**src/rtl/page_xlate_pkg.sv**
```systemverilog
package page_xlate_pkg;
   // Bit of the control byte that carries the enable flag
   localparam int unsigned CTL_EN_BIT = 0;

   // Number of slot bits that actually get stored
   function automatic int unsigned stored_width(input int unsigned entry_w,
                                                input int unsigned wr_w);
      return (wr_w < entry_w) ? wr_w : entry_w;
   endfunction
endpackage

```
**src/rtl/ptab_regs.sv**
```systemverilog
module ptab_regs #(
   parameter int unsigned IDX_W   = 4,
   parameter int unsigned STORE_W = 8
) (
   input  logic               clk,
   input  logic               rst_n,
   input  logic               wr_en,
   input  logic [IDX_W-1:0]   wr_idx,
   input  logic [STORE_W-1:0] wr_data,
   input  logic [IDX_W-1:0]   rd_idx,
   output logic [STORE_W-1:0] rd_entry
);
   localparam int unsigned NUM_SLOTS = 2 ** IDX_W;

   logic [STORE_W-1:0] slot_q [NUM_SLOTS];

   for (genvar s = 0; s < NUM_SLOTS; s++) begin : g_slot
      always_ff @(posedge clk or negedge rst_n) begin
         if (!rst_n)
            slot_q[s] <= '0;
         else if (wr_en && (wr_idx == IDX_W'(s)))
            slot_q[s] <= wr_data;
      end
   end

   assign rd_entry = slot_q[rd_idx];
endmodule

```
**src/rtl/ctl_reg.sv**
```systemverilog
module ctl_reg #(
   parameter int unsigned DATA_W = 8
) (
   input  logic              clk,
   input  logic              rst_n,
   input  logic              wr_en,
   input  logic              wr_bit,
   output logic              en_q,
   output logic [DATA_W-1:0] rdata
);
   always_ff @(posedge clk or negedge rst_n) begin
      if (!rst_n)
         en_q <= 1'b0;
      else if (wr_en)
         en_q <= wr_bit;
   end

   always_comb begin
      rdata = '0;
      rdata[page_xlate_pkg::CTL_EN_BIT] = en_q;
   end
endmodule

```
**src/rtl/xlate_path.sv**
```systemverilog
module xlate_path #(
   parameter int unsigned LOG_AW  = 16,
   parameter int unsigned IDX_W   = 4,
   parameter int unsigned ENTRY_W = 12,
   parameter int unsigned STORE_W = 8
) (
   input  logic                            en,
   input  logic [LOG_AW-1:0]               log_addr,
   input  logic [STORE_W-1:0]              entry,
   output logic [LOG_AW-IDX_W+ENTRY_W-1:0] phys_addr
);
   localparam int unsigned OFF_W   = LOG_AW - IDX_W;
   localparam int unsigned PHYS_AW = OFF_W + ENTRY_W;

   logic [ENTRY_W-1:0] frame;

   if (STORE_W == ENTRY_W) begin : g_full
      assign frame = entry;
   end else begin : g_pad
      assign frame = {{(ENTRY_W-STORE_W){1'b0}}, entry};
   end

   always_comb begin
      if (en)
         phys_addr = {frame, log_addr[OFF_W-1:0]};
      else
         phys_addr = PHYS_AW'(log_addr);
   end
endmodule

```
**src/rtl/page_xlate_unit.sv**
```systemverilog
module page_xlate_unit #(
   parameter int unsigned LOG_AW     = 16,
   parameter int unsigned IDX_W      = 4,
   parameter int unsigned ENTRY_W    = 12,
   parameter int unsigned WR_ENTRY_W = 8,
   parameter int unsigned DATA_W     = 8
) (
   input  logic                            clk,
   input  logic                            rst_n,
   input  logic                            cpu_we,
   input  logic [IDX_W-1:0]                cpu_reg_sel,
   input  logic [DATA_W-1:0]               cpu_wdata,
   input  logic                            tbl_cs,
   input  logic                            ctl_cs,
   output logic [DATA_W-1:0]               ctl_rdata,
   input  logic [LOG_AW-1:0]               log_addr,
   output logic [LOG_AW-IDX_W+ENTRY_W-1:0] phys_addr
);
   localparam int unsigned STORE_W = page_xlate_pkg::stored_width(ENTRY_W, WR_ENTRY_W);

   if (IDX_W >= LOG_AW) begin : g_bad_idx
      $error("IDX_W must be narrower than LOG_AW");
   end
   if (WR_ENTRY_W > DATA_W) begin : g_bad_wr
      $error("WR_ENTRY_W must fit in the data bus");
   end
   if (ENTRY_W < IDX_W) begin : g_bad_entry
      $error("ENTRY_W must be at least IDX_W");
   end

   logic               en;
   logic [STORE_W-1:0] cur_entry;

   ptab_regs #(.IDX_W(IDX_W), .STORE_W(STORE_W)) table_i (
      .clk      (clk),
      .rst_n    (rst_n),
      .wr_en    (cpu_we && tbl_cs),
      .wr_idx   (cpu_reg_sel),
      .wr_data  (cpu_wdata[STORE_W-1:0]),
      .rd_idx   (log_addr[LOG_AW-1 -: IDX_W]),
      .rd_entry (cur_entry)
   );

   ctl_reg #(.DATA_W(DATA_W)) ctl_i (
      .clk    (clk),
      .rst_n  (rst_n),
      .wr_en  (cpu_we && ctl_cs),
      .wr_bit (cpu_wdata[page_xlate_pkg::CTL_EN_BIT]),
      .en_q   (en),
      .rdata  (ctl_rdata)
   );

   xlate_path #(.LOG_AW(LOG_AW), .IDX_W(IDX_W), .ENTRY_W(ENTRY_W), .STORE_W(STORE_W)) path_i (
      .en        (en),
      .log_addr  (log_addr),
      .entry     (cur_entry),
      .phys_addr (phys_addr)
   );
endmodule

```
**config.mk**
```make
export PLATFORM = sky130hd
export DESIGN_NAME = page_xlate_unit
export DESIGN_NICKNAME = d
export VERILOG_FILES = /design/src/rtl/page_xlate_pkg.sv /design/src/rtl/ptab_regs.sv /design/src/rtl/ctl_reg.sv /design/src/rtl/xlate_path.sv /design/src/rtl/page_xlate_unit.sv
export SDC_FILE = /design/constraint.sdc
export NUM_CORES = 1
export LEC_CHECK = 0
export ABC_AREA = 1
export BUFFER_PORTS_ARGS = -buffer_cell sky130_fd_sc_hd__buf_2
export CORE_ASPECT_RATIO = 1.75
export CORE_MARGIN = 1.5
export CORE_UTILIZATION = 60
export CTS_BUF_LIST = sky130_fd_sc_hd__clkbuf_8 sky130_fd_sc_hd__clkbuf_16
export CTS_CLUSTER_SIZE = 40
export DETAILED_ROUTE_END_ITERATION = 8
export MAX_ROUTING_LAYER = met4
export PLACE_DENSITY = 0.81
export SLEW_MARGIN = 15
export SYNTH_ARGS = -nofsm -noshare
export SYNTH_HDL_FRONTEND = slang
export SYNTH_SLANG_ARGS = --single-unit
export TNS_END_PERCENT = 1
```
**constraint.sdc**
```tcl
create_clock -name clk -period 3.15 [get_ports clk]
set_input_delay 0.1575 -clock clk [delete_from_list [all_inputs] [get_ports clk]]
set_output_delay 0.1575 -clock clk [all_outputs]
set_load 0.02 [all_outputs]
```
==> impl_results.md <==
- CP cell instances: inv_1 -> nor2_1 -> nand3_1 -> nand3_1 -> nand2_1 -> inv_1 -> buf_2
- Startpoint types: flop
- CP max-delay cell: nor2_1
- Achievable Freq: 443 MHz
- Final hold violation count: 0
- Total power: 5.07 mW
- Core Region: 9910 sq um
- Synth Area per Inst: 8.16 sq um
- Clock buffer count from CTS: 17
- Syn. warnings: 0
- Clk buf depth: 2
- Fin Setup TNS: 0 ps
- Yosys cell types: 19
- Clk root buf: clkbuf_16
- Post-CTS Setup Inserts: 0
- Hold Crit Class: in2reg
- Placer congestion estimate: 0.853
- Nets: 780
- Layer with the highest usage: met2
- H-tree Lvls: 4
- Sink Count: 129
- PortBufs: 29
- Final worst slack: 894 ps
- LEAKAGE: 3.25 nW
- CP bufs+invs: 3
- Residual DRC: 0
- Starting DRC count in detailed routing: 709
- Fin. max-slew vios: 0
- Least-Margin Pin Slew: 722 ps
- Post-layout minimum cycle time: 2260 ps
- Met3 Use GR: 5.33%
- Final setup violating endpoints: 0
- Design Area, Final: 6780 sq um
- FF-to-FF setup slack: 1780 ps
- Fraction of layout cells with a size suffix above 1: 9.21%
- Clk_lat worst skew: 420 ps
- DP HPWL: 9280 um
- Critical path endpoint category: output port
- Initial Utilization: 61.9%
- CP top delay family: simple AND/OR/NAND/NOR gates
- Initial antenna violation count: 0
- Min-Delay Endpoint: table_i.slot_q[55]$_DFFE_PN0P_
- Critical Path AT: 2100 ps
- Rel. slew slack: 51.8%
- Post-synthesis sequential area ratio: 52.6%
- Placed instance area: 6060 sq um
- GR Util met2: 50.9%
- Crit Reg-Reg Startpoint: ctl_i.en_q$_DFFE_PN0P_
- Synth Instances: 752
- CTS tree: yes
- #FFs+latches synth: 129
- Post-route ant nets: 0
- Part of the cycle the worst path needs: 71.6%
- R2R Path End: ctl_i.en_q$_DFFE_PN0P_
- DR vias: 5,307
- Wire per inst: 17.5 um
- Status: finished clean
- RSZ-0062 raised after global routing: false
- Worst Path Required: 2990 ps
- Worst slack at placement: 1240 ps
- Synthesis-to-finish area growth: 10.4%
- GRT met1 Usage: 39.6%
- Min-Delay Startpoint: cpu_wdata[7]
- Worst VDD drop: 525 uV
- Power density cells: 748 nW/um^2
- Site Rows: 48
- Full die area: 10,900 sq um
- Critical Path Fanout Max: 7
- R2r worst-path depth: 3
- Total iterations of the first detailed-routing run: 5
- Global-route wire length before repair: 26,100 um
- Clk pin slew, worst setup/hold paths: 60 ps
- Max_cap viols: 0
- Vias in the first global route: 5,246
- IO Pins: 65
- Drt total wl: 15,500 um
- GRT Total Usage: 32.4%
- Largest net degree at the start of global routing: 90
- Fin Clk Skew: 0 ps
- DIE HEIGHT: 137 um
- Antenna diodes: 0
- Post-Syn Area: 6140 sq um
- Worst setup path class: reg2out
- Grt total ovfl: 0
- Die width: 79.5 um
- Worst Hold Depth: 3
- Post-CTS Resized: 0
- Critical Path Max Stage Delay: 500 ps
- Via density per instance: 6.00
- Layout Utilization: 68.4%
==> sequential cells by signal (all words and copies together) (netlist names) <==
signal	cells
table_i.slot_q	128
ctl_i.en_q	1
==> layer usage <==
layer  part of all wire, %  up-vias
li1                      -     2423
met1                    38     2545
met2                    51      285
met3                   6.6       54
met4                   4.2        0
met5                     0        -
==> layout make-up <==
class	instances	area [sq um]
fillers	783	3130
multi-input cells	536	2380
flip-flops and latches	129	3230
well taps	125	156
inverters	26	97.6
clock buffers	21	480
repair buffers	37	228
clock inverters	11	206
==> per-stage QoR <==
| step | hold slack, ps | instances |
|---|---|---|
| 4_1_cts | 249 | 885 |
| 5_1_grt | 288 | 885 |
| 2_1_floorplan | -138 | 762 |
| 6_report | 255 | 885 |
| 3_5_place_dp | 178 | 850 |
| 3_3_place_gp | 171 | 850 |
==> logic make-up (layout without fill, tap and decap cells) <==
kind of cell,Yosys count,after routing,share of synthesized area [%]
and+or+nand+nor,341,341,22.4
AOI/OAI and AO/OA,184,184,15.7
DFF,129,129,52.6
buffers and inverters,97,95,9.21
other,1,11,0.0611
==> repair_timing <==
| item | CTS | global route |
|---|---|---|
| endpoints found under the hold margin | 41 | 0 |
| endpoints found under the setup margin | 0 | 0 |
| hold buffers | 3 | 0 |
==> worst max-delay path by stage <==
stage / from / endpoint / slack, ps / cells after the start
floorplan: log_addr[12] / phys_addr[19] / 1790 / 9
global placement: log_addr[12] / phys_addr[17] / 1270 / 8
detailed placement: log_addr[12] / phys_addr[17] / 1240 / 8
CTS: ctl_i.en_q$_DFFE_PN0P_ / phys_addr[13] / 920 / 7
global route: ctl_i.en_q$_DFFE_PN0P_ / phys_addr[14] / 800 / 7
finish: ctl_i.en_q$_DFFE_PN0P_ / phys_addr[14] / 890 / 7
==> cells in the mapped netlist (all sizes together) <==
| master | number | area share (%) |
|---|---|---|
| dfrtp | 129 | 53 |
| nand2 | 226 | 14 |
| nand3 | 54 | 4.4 |
| o21ai | 163 | 13 |
| conb | 1 | 0.061 |
| buf | 53 | 6.5 |
| a31oi | 1 | 0.10 |
| nand4 | 1 | 0.10 |
| nor3 | 4 | 0.65 |
| o211ai | 17 | 2.1 |
| clkbuf | 18 | 1.1 |
| inv | 25 | 1.5 |
| nor2 | 56 | 3.4 |
| a21oi | 3 | 0.24 |
| clkinv | 1 | 0.061 |
==> tightest hold or removal path, cell delays in order <==
cell	delay [ps]
buf_2	80
inv_1	200
o21ai_1	190
==> power by group <==
group	leakage, nW	total (mW)	internal, mW	switching, mW
combinational	1.24	0.657	0.239	0.418
sequential	1.67	2.14	1.97	0.178
clock	0.340	2.27	1.56	0.709
total	3.25	5.07	3.77	1.31
==> cell usage in the layout, fill, tap and decap left out <==
cell / synthesis / final
a31oi_1: 1 / 1
clkinv_2: 0 / 3
nor2_1: 56 / 56
conb_1: 1 / 11
nor3_2: 4 / 4
nand4_1: 1 / 1
clkbuf_8: 0 / 4
o21ai_0: 151 / 151
clkbuf_16: 0 / 17
clkinvlp_4: 0 / 1
buf_12: 0 / 1
inv_1: 24 / 25
a21oi_1: 3 / 3
nand3_1: 54 / 54
dfrtp_1: 129 / 129
dlygate4sd3_1: 0 / 3
buf_4: 24 / 5
bufinv_16: 0 / 6
o21ai_1: 12 / 12
clkinv_1: 1 / 1
buf_2: 17 / 28
inv_2: 1 / 1
nand2_1: 226 / 226
o211ai_1: 17 / 17
Note: power is estimated with default switching activity, not from simulation.
